[config.mk]
export PLATFORM = sky130hd
export DESIGN_NAME = sgw_chain_walker
export DESIGN_NICKNAME = d
export VERILOG_FILES = /design/src/rtl/sgw_pkg.sv /design/src/rtl/sgw_fetch.sv /design/src/rtl/sgw_check.sv /design/src/rtl/sgw_issue.sv /design/src/rtl/sgw_chain_walker.sv
export SDC_FILE = /design/constraint.sdc
export NUM_CORES = 1
export LEC_CHECK = 0
export BUFFER_PORTS_ARGS = -buffer_cell sky130_fd_sc_hd__buf_2
export CAP_MARGIN = 0
export CORE_MARGIN = 1.5
export CORE_UTILIZATION = 30
export DETAILED_ROUTE_END_ITERATION = 8
export PLACE_DENSITY = 0.48
export SLEW_MARGIN = 5
export SYNTH_ARGS = -nofsm -noshare
export SYNTH_HDL_FRONTEND = slang
export SYNTH_HIERARCHICAL = 1
export SYNTH_SLANG_ARGS = --single-unit
[constraint.sdc]
create_clock -name clk -period 2.2 [get_ports clk]
set_input_delay 0.22 -clock clk [delete_from_list [all_inputs] [get_ports clk]]
set_output_delay 0.22 -clock clk [all_outputs]
set_load 0.02 [all_outputs]
[src/rtl/sgw_pkg.sv]
package sgw_pkg;

    localparam int unsigned SGW_AW     = 32;
    localparam int unsigned SGW_WORDS  = 4;
    localparam int unsigned SGW_IDX_W  = $clog2(SGW_WORDS);
    localparam int unsigned SGW_MODE_W = 4;

    // flag byte positions inside descriptor word 2
    localparam int unsigned SGW_ORDER_BIT = 4;
    localparam int unsigned SGW_WRITE_BIT = 5;
    localparam int unsigned SGW_LAST_BIT  = 7;
    localparam int unsigned SGW_MODE_LSB  = 8;

    typedef struct packed {
        logic [SGW_AW-1:0]     addr;
        logic [SGW_AW-1:0]     len;
        logic                  write;
        logic                  order;
        logic                  last;
        logic [SGW_MODE_W-1:0] mode;
        logic [SGW_AW-1:0]     next;
    } sgw_desc_t;

    typedef enum logic [1:0] {
        SGW_OK           = 2'd0,
        SGW_BAD_PTR      = 2'd1,
        SGW_ZERO_LEN     = 2'd2,
        SGW_DIR_MISMATCH = 2'd3
    } sgw_fault_e;

    typedef enum logic [1:0] {
        WS_IDLE,
        WS_FETCH,
        WS_ISSUE
    } sgw_state_e;

    function automatic sgw_desc_t sgw_decode(input logic [SGW_WORDS*SGW_AW-1:0] raw);
        sgw_desc_t         d;
        logic [SGW_AW-1:0] flags;
        flags   = raw[2*SGW_AW +: SGW_AW];
        d.addr  = raw[0 +: SGW_AW];
        d.len   = raw[SGW_AW +: SGW_AW];
        d.order = flags[SGW_ORDER_BIT];
        d.write = flags[SGW_WRITE_BIT];
        d.last  = flags[SGW_LAST_BIT];
        d.mode  = flags[SGW_MODE_LSB +: SGW_MODE_W];
        d.next  = raw[3*SGW_AW +: SGW_AW];
        return d;
    endfunction

    function automatic logic sgw_aligned(input logic [SGW_AW-1:0] p, input int unsigned bits);
        logic [SGW_AW-1:0] mask;
        mask = (SGW_AW'(1) << bits) - SGW_AW'(1);
        return (p & mask) == '0;
    endfunction

endpackage

[src/rtl/sgw_fetch.sv]
module sgw_fetch
    import sgw_pkg::*;
(
    input  logic                        clk,
    input  logic                        rst,
    input  logic                        go,
    input  logic [SGW_AW-1:0]           base,
    output logic                        mrd_req,
    output logic [SGW_AW-1:0]           mrd_addr,
    input  logic                        mrd_ack,
    input  logic [SGW_AW-1:0]           mrd_data,
    output logic [SGW_WORDS*SGW_AW-1:0] raw,
    output logic                        fin
);

    localparam logic [SGW_IDX_W-1:0] LAST_IDX = SGW_IDX_W'(SGW_WORDS - 1);

    logic                                 active;
    logic [SGW_IDX_W-1:0]                 widx;
    logic [SGW_AW-1:0]                    base_q;
    logic [SGW_WORDS-1:0][SGW_AW-1:0]     words;

    always_ff @(posedge clk) begin
        if (rst) begin
            active <= 1'b0;
            widx   <= '0;
            base_q <= '0;
            fin    <= 1'b0;
        end else begin
            fin <= active && mrd_ack && (widx == LAST_IDX);
            if (go) begin
                active <= 1'b1;
                widx   <= '0;
                base_q <= base;
            end else if (active && mrd_ack) begin
                widx <= widx + 1'b1;
                if (widx == LAST_IDX) begin
                    active <= 1'b0;
                end
            end
        end
    end

    for (genvar g = 0; g < SGW_WORDS; g++) begin : g_word
        always_ff @(posedge clk) begin
            if (rst) begin
                words[g] <= '0;
            end else if (active && mrd_ack && (widx == SGW_IDX_W'(g))) begin
                words[g] <= mrd_data;
            end
        end
    end

    assign mrd_req  = active;
    assign mrd_addr = base_q + {{(SGW_AW-SGW_IDX_W-2){1'b0}}, widx, 2'b00};
    assign raw      = words;

endmodule

[src/rtl/sgw_check.sv]
module sgw_check
    import sgw_pkg::*;
#(
    parameter int unsigned ALIGN_BITS = 3
) (
    input  sgw_desc_t  desc,
    input  logic       first,
    input  logic       ref_write,
    output logic       fault,
    output sgw_fault_e code
);

    always_comb begin
        fault = 1'b0;
        code  = SGW_OK;
        if (!desc.last && (desc.len == '0)) begin
            fault = 1'b1;
            code  = SGW_ZERO_LEN;
        end else if (!first && (desc.write != ref_write)) begin
            fault = 1'b1;
            code  = SGW_DIR_MISMATCH;
        end else if (!desc.last && !sgw_aligned(desc.next, ALIGN_BITS)) begin
            fault = 1'b1;
            code  = SGW_BAD_PTR;
        end
    end

endmodule

[src/rtl/sgw_issue.sv]
module sgw_issue
    import sgw_pkg::*;
(
    input  logic                  clk,
    input  logic                  rst,
    input  logic                  load,
    input  sgw_desc_t             desc,
    input  logic                  seg_done,
    output logic                  seg_req,
    output logic [SGW_AW-1:0]     seg_addr,
    output logic [SGW_AW-1:0]     seg_len,
    output logic                  seg_write,
    output logic                  seg_order,
    output logic [SGW_MODE_W-1:0] seg_mode
);

    always_ff @(posedge clk) begin
        if (rst) begin
            seg_req   <= 1'b0;
            seg_addr  <= '0;
            seg_len   <= '0;
            seg_write <= 1'b0;
            seg_order <= 1'b0;
            seg_mode  <= '0;
        end else if (load) begin
            seg_req   <= 1'b1;
            seg_addr  <= desc.addr;
            seg_len   <= desc.len;
            seg_write <= desc.write;
            seg_order <= desc.order;
            seg_mode  <= desc.mode;
        end else if (seg_req && seg_done) begin
            seg_req <= 1'b0;
        end
    end

endmodule

[src/rtl/sgw_chain_walker.sv]
module sgw_chain_walker
    import sgw_pkg::*;
#(
    parameter int unsigned ALIGN_BITS = 3
) (
    input  logic        clk,
    input  logic        rst,
    input  logic        start,
    input  logic [31:0] start_ptr,
    output logic        busy,
    output logic        done,
    output logic        err,
    output logic [1:0]  err_code,
    output logic        mrd_req,
    output logic [31:0] mrd_addr,
    input  logic        mrd_ack,
    input  logic [31:0] mrd_data,
    output logic        seg_req,
    output logic [31:0] seg_addr,
    output logic [31:0] seg_len,
    output logic        seg_write,
    output logic        seg_order,
    output logic [3:0]  seg_mode,
    input  logic        seg_done
);

    sgw_state_e                   state;
    logic                         first_q;
    logic                         ref_write_q;
    logic                         last_q;
    logic [SGW_AW-1:0]            next_q;
    logic                         done_q;
    logic                         err_q;
    sgw_fault_e                   code_q;

    logic                         fetch_go;
    logic [SGW_AW-1:0]            fetch_base;
    logic [SGW_WORDS*SGW_AW-1:0]  raw;
    logic                         fin;
    sgw_desc_t                    desc;
    logic                         fault;
    sgw_fault_e                   fault_code;
    logic                         issue_load;
    logic                         start_ok;

    assign desc     = sgw_decode(raw);
    assign start_ok = (state == WS_IDLE) && start && sgw_aligned(start_ptr, ALIGN_BITS);

    always_comb begin
        fetch_go   = 1'b0;
        fetch_base = next_q;
        issue_load = 1'b0;
        case (state)
            WS_IDLE: begin
                fetch_go   = start_ok;
                fetch_base = start_ptr;
            end
            WS_FETCH: begin
                issue_load = fin && !fault && !(desc.last && (desc.len == '0));
            end
            WS_ISSUE: begin
                fetch_go = seg_done && !last_q;
            end
            default: ;
        endcase
    end

    always_ff @(posedge clk) begin
        if (rst) begin
            state       <= WS_IDLE;
            first_q     <= 1'b0;
            ref_write_q <= 1'b0;
            last_q      <= 1'b0;
            next_q      <= '0;
            done_q      <= 1'b0;
            err_q       <= 1'b0;
            code_q      <= SGW_OK;
        end else begin
            done_q <= 1'b0;
            err_q  <= 1'b0;
            case (state)
                WS_IDLE: begin
                    if (start_ok) begin
                        state   <= WS_FETCH;
                        first_q <= 1'b1;
                        code_q  <= SGW_OK;
                    end else if (start) begin
                        err_q  <= 1'b1;
                        code_q <= SGW_BAD_PTR;
                    end
                end
                WS_FETCH: begin
                    if (fin) begin
                        if (fault) begin
                            err_q  <= 1'b1;
                            code_q <= fault_code;
                            state  <= WS_IDLE;
                        end else if (desc.last && (desc.len == '0)) begin
                            done_q <= 1'b1;
                            state  <= WS_IDLE;
                        end else begin
                            if (first_q) begin
                                ref_write_q <= desc.write;
                            end
                            first_q <= 1'b0;
                            last_q  <= desc.last;
                            next_q  <= desc.next;
                            state   <= WS_ISSUE;
                        end
                    end
                end
                WS_ISSUE: begin
                    if (seg_done) begin
                        if (last_q) begin
                            done_q <= 1'b1;
                            state  <= WS_IDLE;
                        end else begin
                            state <= WS_FETCH;
                        end
                    end
                end
                default: state <= WS_IDLE;
            endcase
        end
    end

    sgw_fetch u_fetch (
        .clk      (clk),
        .rst      (rst),
        .go       (fetch_go),
        .base     (fetch_base),
        .mrd_req  (mrd_req),
        .mrd_addr (mrd_addr),
        .mrd_ack  (mrd_ack),
        .mrd_data (mrd_data),
        .raw      (raw),
        .fin      (fin)
    );

    sgw_check #(.ALIGN_BITS(ALIGN_BITS)) u_check (
        .desc      (desc),
        .first     (first_q),
        .ref_write (ref_write_q),
        .fault     (fault),
        .code      (fault_code)
    );

    sgw_issue u_issue (
        .clk       (clk),
        .rst       (rst),
        .load      (issue_load),
        .desc      (desc),
        .seg_done  (seg_done),
        .seg_req   (seg_req),
        .seg_addr  (seg_addr),
        .seg_len   (seg_len),
        .seg_write (seg_write),
        .seg_order (seg_order),
        .seg_mode  (seg_mode)
    );

    assign busy     = (state != WS_IDLE);
    assign done     = done_q;
    assign err      = err_q;
    assign err_code = code_q;

endmodule

==> out/qor.yml <==
run_status:
  status: "finished with violations"
  violations: "setup timing"
grt:
  overflow: 0
  grt_use_total: 0.168
  grt_max_degree: 60
  grt_pass1_wl_um: 48100
  grt_antenna_before_repair: 0
  grt_pass1_vias: 8304
sta:
  setup_slack_ps: -451
  slew_headroom: 0.641
  timing.setup.tns_ps: -8300
  grt_setup_unrepaired: "true"
  fin_worst_skew_ps: 12.8
  fin_crit_ps: 2650
  fmax_mhz: 377
  setup_viol: 27
  worst_pin_slew_ps: 539
  hold_violations: 0
  fin_crit_sh: 1.20
  drv_slew: 0
floorplan:
  rows: 68
  die_h_um: 191
  io_pins: 178
  die_area_um2: 36400
  initial_core_util: 0.305
  fp.dieW_um: 191
  core_area_um2: 34600
finish:
  num_antenna_cells: 0
  stdcell_area_um2: 14300
  area_delta_synth_final_pct: 35.2
  fin_cells: 1890
  drive_above_1_share: 0.277
  fin_nets: 1492
worst_setup_path:
  crit_path_max_incr_delay_ps: 360
  reg2reg_depth: 9
  critPathArrivalTime_ps: 2430
  worstPathCellList: "ha_4, inv_2, fa_2, nand4b_4, nor4_4, buf_6, nand4_1, xnor2_2, buf_4"
  critPathSlowestCell: "dfxtp_2"
  critical_path.startpoint: "u_fetch/widx[0]$_SDFFE_PP0P_"
  worstSetupStartpointType: "flop"
  required_ps: 1980
  cp_max_fo: 8
  worstSetupPathType: "reg2out"
  r2r_slack_ps: 120
  crit-reg2reg-launch: "u_fetch/raw[46]$_SDFFE_PP0P_"
  endpoint_kind: "primary output"
  crit_end: "mrd_addr[22]"
  r2r-end: "next_q[8]$_SDFFE_PP0P_"
pwr:
  p_seq_frac: 0.423
  p_int_uw: 8490
  clkPwrFrac: 0.506
  power_density_nw_per_um2: 764
  p_leak_uw: 0.00555
  p_total_uw: 10900
  switching_share: 0.223
  vdd.ir_drop.worst_mv: 0.522
  switching_power_uw: 2430
  p_comb_frac: 0.071
placed_design:
  placed_area_um2: 12400
  dp_hpwl_um: 21800
  place_congestion: 0.771
  dp.cells: 1788
  portBuffers: 177
synth:
  synth.avg_cell_area_um2: 9.08
  netlist_area_um2: 10600
  synth_nets: 1244
  synthCells: 1164
  ys_warn_count: 6
clock_network:
  worst_skew_pair.late_latency_ps: 550
  clk_pin_slew_ps: 60
  numCtsBuffers: 30
  cts_max_level: 1
  cts_tree: "built"
  cts_root_buf: "clkbuf_16"
  cts_buffer_depth: 3
  clock_sinks: 251
flow_run:
  drv_cap: 0
route:
  ant_nets: 0
  drtPass1Iterations: 4
  wl_per_cell_um: 16.8
  drc: 0
  vias: 8626
  routed_wl_um: 31800
  avgViaCountPerCell: 4.56
  first_iter_violations: 482
worst_hold_path:
  whs_path_depth: 3
  hp-class: "in2reg"
## cell type report
| cell class | instances | area (um2) |
|---|---|---|
| clock buffers | 41 | 893 |
| clock inverters | 14 | 226 |
| fillers | 3481 | 20300 |
| inverters | 13 | 48.8 |
| multi-input cells | 816 | 5270 |
| flip-flops and latches | 251 | 5030 |
| well taps | 455 | 569 |
| repair buffers | 300 | 2250 |
## metrics by stage
stage	util	setup slack [ps]	hold slack, ps
2_1_floorplan	-	8.81	356
3_3_place_gp	0.358	-4.43	440
3_5_place_dp	0.358	-70.6	448
4_1_cts	0.405	-461	2.49
5_1_grt	0.413	-573	14.9
6_report	0.413	-451	20.2
## cell usage in the layout, fill, tap and decap left out, types with 18 or more instances in the layout
cell type and count:
dlygate4sd3_1 32, clkbuf_16 36, a21oi_1 112, buf_4 78, xnor2_1 18, mux2_2 33, nand2_1 215, nand2b_1 70
buf_2 162, nor2_1 112, mux2i_1 137, dfxtp_1 247
## flip-flops by register name, indices dropped and copies added (netlist names), 2 cells and up
register / count
u_fetch/raw: 103
u_fetch/widx: 2
u_issue/seg_len: 32
state: 2
err_code: 2
u_issue/seg_addr: 32
next_q: 32
u_fetch/base_q: 32
u_issue/seg_mode: 4
## layer usage
metal,vias up,global-route usage,wire length [um]
met5,-,0,0
met4,0,0.0430,601
met3,42,0.0280,1560
met2,191,0.255,13600
met1,4003,0.245,16000
li1,4390,-,-
## power groups by stage
stage	clock network, uW	logic, uW	registers, uW
after global routing	5860	836	4620
after detailed placement	0	724	4720
final	5520	777	4620
after global placement	0	722	4720
after CTS	5680	778	4620
after floorplan	0	423	4720
## worst min path at each step
| stage | from | to |
|---|---|---|
| after floorplan | mrd_data[0] | u_fetch/raw[0]$_SDFFE_PP0P_ |
| after detailed placement | u_fetch/raw[115]$_SDFFE_PP0P_ | u_fetch/raw[115]$_SDFFE_PP0P_ |
| after global routing | mrd_data[11] | u_fetch/raw[11]$_SDFFE_PP0P_ |
| after global placement | u_fetch/raw[27]$_SDFFE_PP0P_ | u_fetch/raw[27]$_SDFFE_PP0P_ |
| final | seg_done | u_issue/seg_req$_SDFFE_PP0P_ |
| after CTS | mrd_data[11] | u_fetch/raw[11]$_SDFFE_PP0P_ |
## worst max-delay path: cells and delay by family, from the launching register on
kind	cells	cell delay, ps
XOR/XNOR	1	170
adder cells (fa/ha/maj)	2	480
buffers and inverters	3	350
flip-flops	1	360
AND/OR/NAND/NOR	3	520
## what timing repair did
item,4_1_cts,5_1_grt
hold buffers,32,0
setup endpoints to repair,114,127
cloned,1,5
pin swaps,6,11
setup buffers,7,4
resized for setup,30,28
endpoints found under the hold margin,98,0
No activity file was read; power rests on OpenSTA's default activity.
